<file path="src/rtl/spi_addr_pkg.sv">
package spi_addr_pkg;

  parameter int unsigned SPI_BYTE_W  = 8;
  parameter int unsigned SPI_STRAP_W = 2;
  localparam int unsigned SPI_ID_W   = SPI_BYTE_W - SPI_STRAP_W;
  localparam int unsigned SPI_CNT_W  = $clog2(SPI_BYTE_W);

  typedef logic [SPI_BYTE_W-1:0] spi_byte_t;
  typedef logic [SPI_CNT_W-1:0]  spi_cnt_t;

  typedef enum logic [1:0] {
    PH_ADDR = 2'd0,
    PH_OP   = 2'd1,
    PH_DATA = 2'd2
  } spi_phase_e;

  // Append one serial bit at the LSB end (MSB-first reception).
  function automatic spi_byte_t spi_shift_in(input spi_byte_t sh, input logic b);
    return {sh[SPI_BYTE_W-2:0], b};
  endfunction

  // Address byte hit test: upper bits against the id, low bits against straps.
  function automatic logic spi_addr_hit(input spi_byte_t          a,
                                        input logic [SPI_ID_W-1:0]    id,
                                        input logic [SPI_STRAP_W-1:0] strap);
    return (a[SPI_BYTE_W-1:SPI_STRAP_W] == id) && (a[SPI_STRAP_W-1:0] == strap);
  endfunction

  // Counter step with wrap at the byte boundary.
  function automatic spi_cnt_t spi_cnt_next(input spi_cnt_t c);
    return (c == spi_cnt_t'(SPI_BYTE_W-1)) ? '0 : c + spi_cnt_t'(1);
  endfunction

endpackage

</file>
<file path="src/rtl/spi_in_sync.sv">
module spi_in_sync #(
  parameter int unsigned W       = 4,
  parameter int unsigned STAGES  = 2,
  parameter logic [W-1:0] RST_VAL = '0
) (
  input  logic         clk_i,
  input  logic         rst_ni,
  input  logic [W-1:0] d_i,
  output logic [W-1:0] q_o
);

  logic [W-1:0] stage_q [STAGES];

  for (genvar s = 0; s < STAGES; s++) begin : g_stage
    if (s == 0) begin : g_first
      always_ff @(posedge clk_i or negedge rst_ni) begin
        if (!rst_ni) stage_q[s] <= RST_VAL;
        else         stage_q[s] <= d_i;
      end
    end else begin : g_next
      always_ff @(posedge clk_i or negedge rst_ni) begin
        if (!rst_ni) stage_q[s] <= RST_VAL;
        else         stage_q[s] <= stage_q[s-1];
      end
    end
  end

  assign q_o = stage_q[STAGES-1];

endmodule

</file>
<file path="src/rtl/spi_link_ctrl.sv">
module spi_link_ctrl #(
  parameter int unsigned STAGES = 2
) (
  input  logic clk_i,
  input  logic rst_ni,
  input  logic sck_i,
  input  logic csn_i,
  input  logic holdn_i,
  input  logic sdi_i,
  output logic sck_rise_o,
  output logic sck_fall_o,
  output logic cs_rise_o,
  output logic active_o,
  output logic hold_o,
  output logic sdi_o
);

  // Bit order {sdi, holdn, csn, sck}. Chip select resets to "low" so that a
  // line already low at power-up is never seen as a falling edge.
  localparam logic [3:0] SYNC_RST = 4'b0100;

  logic [3:0] raw, syn;
  logic sck_s, csn_s, holdn_s;
  logic sck_prev_q, csn_prev_q, armed_q, hold_q;
  logic cs_fall;

  assign raw = {sdi_i, holdn_i, csn_i, sck_i};

  spi_in_sync #(.W(4), .STAGES(STAGES), .RST_VAL(SYNC_RST)) u_sync (
    .clk_i (clk_i),
    .rst_ni(rst_ni),
    .d_i   (raw),
    .q_o   (syn)
  );

  assign sck_s   = syn[0];
  assign csn_s   = syn[1];
  assign holdn_s = syn[2];
  assign sdi_o   = syn[3];

  always_ff @(posedge clk_i or negedge rst_ni) begin
    if (!rst_ni) begin
      sck_prev_q <= 1'b0;
      csn_prev_q <= 1'b0;
      armed_q    <= 1'b0;
      hold_q     <= 1'b0;
    end else begin
      sck_prev_q <= sck_s;
      csn_prev_q <= csn_s;
      if (cs_fall) armed_q <= 1'b1;
      if (!sck_s)  hold_q  <= ~holdn_s;
    end
  end

  assign cs_fall    = csn_prev_q & ~csn_s;
  assign cs_rise_o  = ~csn_prev_q & csn_s;
  assign active_o   = armed_q & ~csn_s;
  assign hold_o     = hold_q;
  assign sck_rise_o = active_o & ~hold_q & sck_s & ~sck_prev_q;
  assign sck_fall_o = active_o & ~hold_q & ~sck_s & sck_prev_q;

  AST_HOLD_SCK_LOW: assert property (@(posedge clk_i) disable iff (!rst_ni)
    (hold_q != $past(hold_q)) |-> !$past(sck_s));

endmodule

</file>
<file path="src/rtl/spi_byte_engine.sv">
module spi_byte_engine
  import spi_addr_pkg::*;
#(
  parameter logic [SPI_ID_W-1:0] DEV_ID = 6'b010100
) (
  input  logic                   clk_i,
  input  logic                   rst_ni,
  input  logic                   active_i,
  input  logic                   sck_rise_i,
  input  logic                   sdi_i,
  input  logic [SPI_STRAP_W-1:0] strap_i,
  output spi_cnt_t               bit_cnt_o,
  output spi_phase_e             phase_o,
  output logic                   match_o,
  output logic                   op_valid_o,
  output spi_byte_t              op_byte_o,
  output logic                   wr_valid_o,
  output spi_byte_t              wr_byte_o
);

  spi_cnt_t   bit_cnt_q;
  spi_byte_t  shreg_q, shreg_nxt;
  spi_phase_e phase_q;
  logic       match_q, reject_q, op_valid_q, wr_valid_q;
  spi_byte_t  op_q, wr_q;
  logic       take_bit, byte_done;

  assign take_bit  = active_i & sck_rise_i & ~reject_q;
  assign byte_done = take_bit & (bit_cnt_q == spi_cnt_t'(SPI_BYTE_W-1));
  assign shreg_nxt = spi_shift_in(shreg_q, sdi_i);

  always_ff @(posedge clk_i or negedge rst_ni) begin
    if (!rst_ni) begin
      bit_cnt_q  <= '0;
      shreg_q    <= '0;
      phase_q    <= PH_ADDR;
      match_q    <= 1'b0;
      reject_q   <= 1'b0;
      op_valid_q <= 1'b0;
      wr_valid_q <= 1'b0;
      op_q       <= '0;
      wr_q       <= '0;
    end else begin
      op_valid_q <= 1'b0;
      wr_valid_q <= 1'b0;
      if (!active_i) begin
        bit_cnt_q <= '0;
        shreg_q   <= '0;
        phase_q   <= PH_ADDR;
        match_q   <= 1'b0;
        reject_q  <= 1'b0;
      end else if (take_bit) begin
        shreg_q   <= shreg_nxt;
        bit_cnt_q <= spi_cnt_next(bit_cnt_q);
        if (byte_done) begin
          unique case (phase_q)
            PH_ADDR: begin
              if (spi_addr_hit(shreg_nxt, DEV_ID, strap_i)) begin
                match_q <= 1'b1;
                phase_q <= PH_OP;
              end else begin
                reject_q <= 1'b1;
              end
            end
            PH_OP: begin
              op_q       <= shreg_nxt;
              op_valid_q <= 1'b1;
              phase_q    <= PH_DATA;
            end
            default: begin
              wr_q       <= shreg_nxt;
              wr_valid_q <= 1'b1;
            end
          endcase
        end
      end
    end
  end

  assign bit_cnt_o  = bit_cnt_q;
  assign phase_o    = phase_q;
  assign match_o    = match_q;
  assign op_valid_o = op_valid_q;
  assign op_byte_o  = op_q;
  assign wr_valid_o = wr_valid_q;
  assign wr_byte_o  = wr_q;

  AST_OP_ONE_CYCLE: assert property (@(posedge clk_i) disable iff (!rst_ni)
    op_valid_q |=> !op_valid_q);

  AST_WR_ONE_CYCLE: assert property (@(posedge clk_i) disable iff (!rst_ni)
    wr_valid_q |=> !wr_valid_q);

  AST_WR_NEEDS_MATCH: assert property (@(posedge clk_i) disable iff (!rst_ni)
    wr_valid_q |-> match_q);

endmodule

</file>
<file path="src/rtl/spi_tx_shifter.sv">
module spi_tx_shifter
  import spi_addr_pkg::*;
(
  input  logic      clk_i,
  input  logic      rst_ni,
  input  logic      active_i,
  input  logic      sck_fall_i,
  input  logic      data_ph_i,
  input  spi_cnt_t  bit_cnt_i,
  input  spi_byte_t rd_byte_i,
  output logic      sdo_o
);

  logic                  so_q;
  logic [SPI_BYTE_W-2:0] rest_q;
  logic                  load_now, shift_now;

  assign load_now  = active_i & sck_fall_i & data_ph_i & (bit_cnt_i == '0);
  assign shift_now = active_i & sck_fall_i & data_ph_i & (bit_cnt_i != '0);

  always_ff @(posedge clk_i or negedge rst_ni) begin
    if (!rst_ni) begin
      so_q   <= 1'b0;
      rest_q <= '0;
    end else if (!active_i) begin
      so_q   <= 1'b0;
      rest_q <= '0;
    end else if (load_now) begin
      so_q   <= rd_byte_i[SPI_BYTE_W-1];
      rest_q <= rd_byte_i[SPI_BYTE_W-2:0];
    end else if (shift_now) begin
      so_q   <= rest_q[SPI_BYTE_W-2];
      rest_q <= {rest_q[SPI_BYTE_W-3:0], 1'b0};
    end
  end

  assign sdo_o = so_q;

  AST_SO_ON_FALL: assert property (@(posedge clk_i) disable iff (!rst_ni)
    (active_i && !sck_fall_i) |=> $stable(so_q));

endmodule

</file>
<file path="src/rtl/spi_addr_slave.sv">
module spi_addr_slave
  import spi_addr_pkg::*;
#(
  parameter int unsigned         SYNC_STAGES = 2,
  parameter logic [SPI_ID_W-1:0] DEV_ID      = 6'b010100
) (
  input  logic                   clk_i,
  input  logic                   rst_ni,
  input  logic                   sck_i,
  input  logic                   csn_i,
  input  logic                   holdn_i,
  input  logic                   sdi_i,
  input  logic [SPI_STRAP_W-1:0] strap_i,
  input  logic [SPI_BYTE_W-1:0]  rd_byte_i,
  output logic                   sdo_o,
  output logic                   sdo_oe_o,
  output logic                   addr_match_o,
  output logic                   op_valid_o,
  output logic [SPI_BYTE_W-1:0]  op_byte_o,
  output logic                   wr_valid_o,
  output logic [SPI_BYTE_W-1:0]  wr_byte_o
);

  logic       sck_rise, sck_fall, cs_rise, active, hold, sdi_s;
  spi_cnt_t   bit_cnt;
  spi_phase_e phase;
  logic       match, data_ph;

  spi_link_ctrl #(.STAGES(SYNC_STAGES)) u_ctrl (
    .clk_i     (clk_i),
    .rst_ni    (rst_ni),
    .sck_i     (sck_i),
    .csn_i     (csn_i),
    .holdn_i   (holdn_i),
    .sdi_i     (sdi_i),
    .sck_rise_o(sck_rise),
    .sck_fall_o(sck_fall),
    .cs_rise_o (cs_rise),
    .active_o  (active),
    .hold_o    (hold),
    .sdi_o     (sdi_s)
  );

  spi_byte_engine #(.DEV_ID(DEV_ID)) u_engine (
    .clk_i     (clk_i),
    .rst_ni    (rst_ni),
    .active_i  (active),
    .sck_rise_i(sck_rise),
    .sdi_i     (sdi_s),
    .strap_i   (strap_i),
    .bit_cnt_o (bit_cnt),
    .phase_o   (phase),
    .match_o   (match),
    .op_valid_o(op_valid_o),
    .op_byte_o (op_byte_o),
    .wr_valid_o(wr_valid_o),
    .wr_byte_o (wr_byte_o)
  );

  assign data_ph = match & (phase == PH_DATA);

  spi_tx_shifter u_tx (
    .clk_i     (clk_i),
    .rst_ni    (rst_ni),
    .active_i  (active),
    .sck_fall_i(sck_fall),
    .data_ph_i (data_ph),
    .bit_cnt_i (bit_cnt),
    .rd_byte_i (rd_byte_i),
    .sdo_o     (sdo_o)
  );

  assign sdo_oe_o     = active & data_ph & ~hold;
  assign addr_match_o = match;

  AST_OP_NEEDS_ARM: assert property (@(posedge clk_i) disable iff (!rst_ni)
    op_valid_o |-> $past(active));

  AST_ABORT_CLEARS: assert property (@(posedge clk_i) disable iff (!rst_ni)
    cs_rise |=> (bit_cnt == '0) && !match);

  AST_HOLD_FREEZE: assert property (@(posedge clk_i) disable iff (!rst_ni)
    (hold && active) |=> $stable(bit_cnt) && $stable(phase));

  AST_OE_QUIET_HOLD: assert property (@(posedge clk_i) disable iff (!rst_ni)
    (hold || csn_i == 1'b1 && !active) |-> !sdo_oe_o);

endmodule

</file>
<file path="config.mk">
export PLATFORM = sky130hd
export DESIGN_NAME = spi_addr_slave
export DESIGN_NICKNAME = d
export VERILOG_FILES = /design/src/rtl/spi_addr_pkg.sv /design/src/rtl/spi_in_sync.sv /design/src/rtl/spi_link_ctrl.sv /design/src/rtl/spi_byte_engine.sv /design/src/rtl/spi_tx_shifter.sv /design/src/rtl/spi_addr_slave.sv
export SDC_FILE = /design/constraint.sdc
export NUM_CORES = 1
export LEC_CHECK = 0
export ABC_CLOCK_PERIOD_IN_PS = 2500
export BUFFER_PORTS_ARGS = -buffer_cell sky130_fd_sc_hd__buf_2
export CORE_MARGIN = 10
export CORE_UTILIZATION = 45
export CTS_CLUSTER_DIAMETER = 50
export DETAILED_ROUTE_END_ITERATION = 8
export PLACE_DENSITY = 0.66
export SYNTH_ARGS = -nofsm -noshare
export SYNTH_HDL_FRONTEND = slang
export SYNTH_SLANG_ARGS = --single-unit
</file>
<file path="constraint.sdc">
create_clock -name clk_i -period 2.5 [get_ports clk_i]
set_clock_uncertainty 0.1 [all_clocks]
set_input_delay 0.5 -clock clk_i [delete_from_list [all_inputs] [get_ports clk_i]]
set_output_delay 0.5 -clock clk_i [all_outputs]
set_load 0.02 [all_outputs]
</file>
==> flow_summary_export.csv <==
group,metric,value,unit
place,gp_congestion,0.8207,
hold_path,hold_path_class,"in2async",
place,placed_area,2435,um2
logic_synthesis,synth_edf_count,0,
setup_path,worstPathRequired,2.60,ns
clock_network,clk_pin_slew,0.10,ns
global_routing,grt_max_degree,53,
sta,finalHoldViolCount,0,
detailed_routing,via_per_inst,5.458,
floorplanning,rows,25,
clock_network,cts_tree,"built",
clock_network,clockBufferDepth,2,
logic_synthesis,yosysSeqAreaShare,60.27,%
logic_synthesis,synth_cells,167,
clock_network,ctsHoldBuffers,0,
sta,tightest_slew,0.4897,ns
floorplanning,die_area,7981,um2
detailed_routing,vias,1441,
cells_and_area,layout.area.seq,1304,um2
clock_network,cts-root-buf,"clkbuf_8",
outcome,outcome,"finished clean",
power,pwr-share-seq,56.9,%
clock_network,post_cts_resized,0,
logic_synthesis,synth_area,2163,um2
global_routing,overflow,0,
power,swShare,21.94,%
power,ir_drop,0.4197,mV
detailed_routing,routedWlPerCell,16.03,um
sta,setup_viol,0,
floorplanning,die_h,89.34,um
setup_path,path_class,"reg2reg",
cells_and_area,final.fill_count,404,
power,p_per_area,594.8,nW/um2
place,dpl.cell_count,256,
logic_synthesis,synth-seq-cells,52,
sta,min_period,2.138,ns
sta,finalCritPeriodShare,85.52,%
detailed_routing,drt_iter0_drc,141,
detailed_routing,drtAntennaViolNets,0,
global_routing,antenna_found_initial,0,
floorplanning,die_w,89.34,um
detailed_routing,first_pass_iters,4,
clock_network,worstSkewPairLatency,0.32,ns
logic_synthesis,avgSynthCellArea,12.95,um2
sta,hold_slack,0.06077,ns
clock_network,htreeDepth,2,
setup_path,start_kind,"flop",
place,place_ws,0.3374,ns
setup_path,crit_fanout,9,
logic_synthesis,synthesis.nets,186,
logic_synthesis,synth_ff_type,"dfrtp_1",
sta,setup_slack,0.3621,ns
floorplanning,start_util,46.11,%
detailed_routing,wl,4231,um
global_routing,grt_pass1_wl,7196,um
power,p_comb_share,4.8,%
cells_and_area,syn2layout_area_growth,17.70,%
global_routing,track_usage,11.80,%
clock_network,clock_sinks,52,
floorplanning,boundaryPins,37,
sta,rsz0062_at_grt,"no",
setup_path,critPathCaptureType,"flop",
detailed_routing,route.detailed.drc,0,
cells_and_area,final_area,2546,um2
logic_synthesis,yosys_warnings,0,
cells_and_area,antenna_cells,0,
floorplanning,core_area,4692,um2
setup_path,cp.arrival,2.24,ns
logic_synthesis,async_reset_ff_share,100.0,%
power,p_int,0.001182,W
logic_synthesis,synth_cell_type_count,33,
sta,drv_slew,0,
sta,clock.fmax,0.4678,GHz
clock_network,postCtsSetupRepairBufs,0,
cells_and_area,stdcell_count,264,
flow_run,drv_cap,0,
sta,fin_tns_setup,0,ns
power,power_frac_clock,38.3,%
global_routing,grt_pass1_vias,1504,
place,io_buffers,36,
clock_network,numCtsBuffers,5,
sta,slew_headroom,67.25,%
cells_and_area,final_nets,228,
power,p_sw,0.0003322,W
cells_and_area,multi_input_area,795.8,um2
place,dpl.hpwl,3064,um
cells_and_area,drive_gt1_share,33.81,%
power,p_leak,1.246,nW
-- final cells by class --
| cell class | count | area share, % |
|---|---|---|
| clock buffers | 6 | 2.850 |
| clock inverters | 2 | 1.523 |
| inverters | 8 | 1.179 |
| multi-input cells | 100 | 31.25 |
| flip-flops and latches | 52 | 51.20 |
| well taps | 54 | 2.654 |
| repair buffers | 42 | 9.337 |
-- metal layers --
layer / share of wire (%) / up-vias / global-route usage [%] / routed length [um]
li1: - / 676 / - / -
met1: 42 / 728 / 13.84 / 1778
met2: 51 / 30 / 19.21 / 2154
met3: 5.7 / 7 / 4.376 / 243
met4: 1.3 / 0 / 4.480 / 55
met5: 0 / - / 0 / 0
-- power by group through the flow --
stage                     clock network [W]  registers, W   logic, W
after CTS                          0.000597      0.000862  0.0000739
after global placement                    0      0.000877  0.0000709
after detailed placement                  0      0.000878  0.0000738
after global routing               0.000639      0.000864  0.0000811
after floorplan                           0      0.000876  0.0000342
final                              0.000580      0.000862  0.0000720
-- state kept, by name, indices dropped and copies added (netlist names) --
| signal | flops |
|---|---|
| u_ctrl.hold_o | 1 |
| u_engine.phase_o | 2 |
| u_engine.wr_byte_o | 8 |
| u_engine.reject_q | 1 |
| u_engine.match_o | 1 |
| u_ctrl.csn_prev_q | 1 |
| u_ctrl.sck_prev_q | 1 |
| u_engine.shreg_q | 7 |
| u_engine.op_valid_o | 1 |
| u_ctrl.u_sync.stage_q | 4 |
| u_tx.rest_q | 7 |
| u_ctrl.armed_q | 1 |
| u_engine.bit_cnt_o | 3 |
| u_engine.wr_valid_o | 1 |
| u_tx.sdo_o | 1 |
| u_engine.op_byte_o | 8 |
| u_ctrl.u_sync.q_o | 4 |
-- metrics by stage --
step	utilization (%)	total power, W
after floorplan	-	0.0009102
after global placement	51.89	0.0009479
after detailed placement	51.89	0.0009522
after CTS	54.27	0.001533
after global routing	54.27	0.001584
final	54.27	0.001514
-- synth_stat cells, types with 3 or more instances --
master	number	area [um2]
clkbuf_1	5	18.77
dfrtp_1	50	1251
ha_1	3	37.54
inv_1	8	30.03
mux2_2	16	180.2
mux2i_1	15	150.1
nand2_1	13	48.80
nand2b_1	3	18.77
nand3_1	12	60.06
nor2b_1	3	18.77
o21ai_0	5	25.02
o31ai_1	5	37.54
-- final timing paths --
check	start	end	slack [ns]	cells after the start
setup / recovery	u_ctrl.hold_o	u_engine.wr_byte_o[1]	0.36	3
hold / removal	rst_ni	u_engine.bit_cnt_o[1]	0.06	2
setup reg to reg	u_ctrl.hold_o	u_engine.wr_byte_o[1]	0.36	3
hold reg to reg	u_ctrl.u_sync.stage_q[6]	u_ctrl.u_sync.q_o[2]	0.26	0
max in group asynchronous	rst_ni	u_ctrl.u_sync.q_o[2]	1.95	2
min in group clk_i	holdn_i	u_ctrl.u_sync.stage_q[6]	0.19	1
-- cell usage in the layout (no fill, tap or decap), types with 2 or more instances in the layout --
master    netlist  final
buf_4           0      5
dfstp_2         2      2
inv_1           8      8
nor2_1          2      2
and4_1          2      2
nand2b_1        3      3
ha_1            3      3
dfrtp_1        50     50
clkbuf_8        0      5
nand3b_1        2      2
o21ai_0         5      5
nor4b_1         2      2
buf_2           0     36
a21oi_1         2      2
nand2_1        13     13
nand4_1         2      2
o31ai_1         5      5
mux2i_1        15     15
nor2b_1         3      3
xnor2_1         2      2
nand3_1        12     12
mux2_2         16     16
-- logic make-up (layout without fill, tap and decap cells) --
family                   after synthesis  in the layout  share of synthesized area, %
XOR/XNOR                               2              2                        0.8099
adder cells (fa/ha/maj)                3              3                         1.735
AND/OR/NAND/NOR                       48             48                         14.05
multiplexers                          31             31                         15.27
buffers and inverters                 15             58                         2.950
flip-flops                            52             52                         60.27
AO/OA/AOI/OAI                         16             16                         4.917
-- critical path: stages, from the launching register on --
cell	delay, ns
dfrtp_1	0.46
or4b_1	0.61
nor3_4	0.46
mux2_2	0.40
No activity file was read; power rests on OpenSTA's default activity.
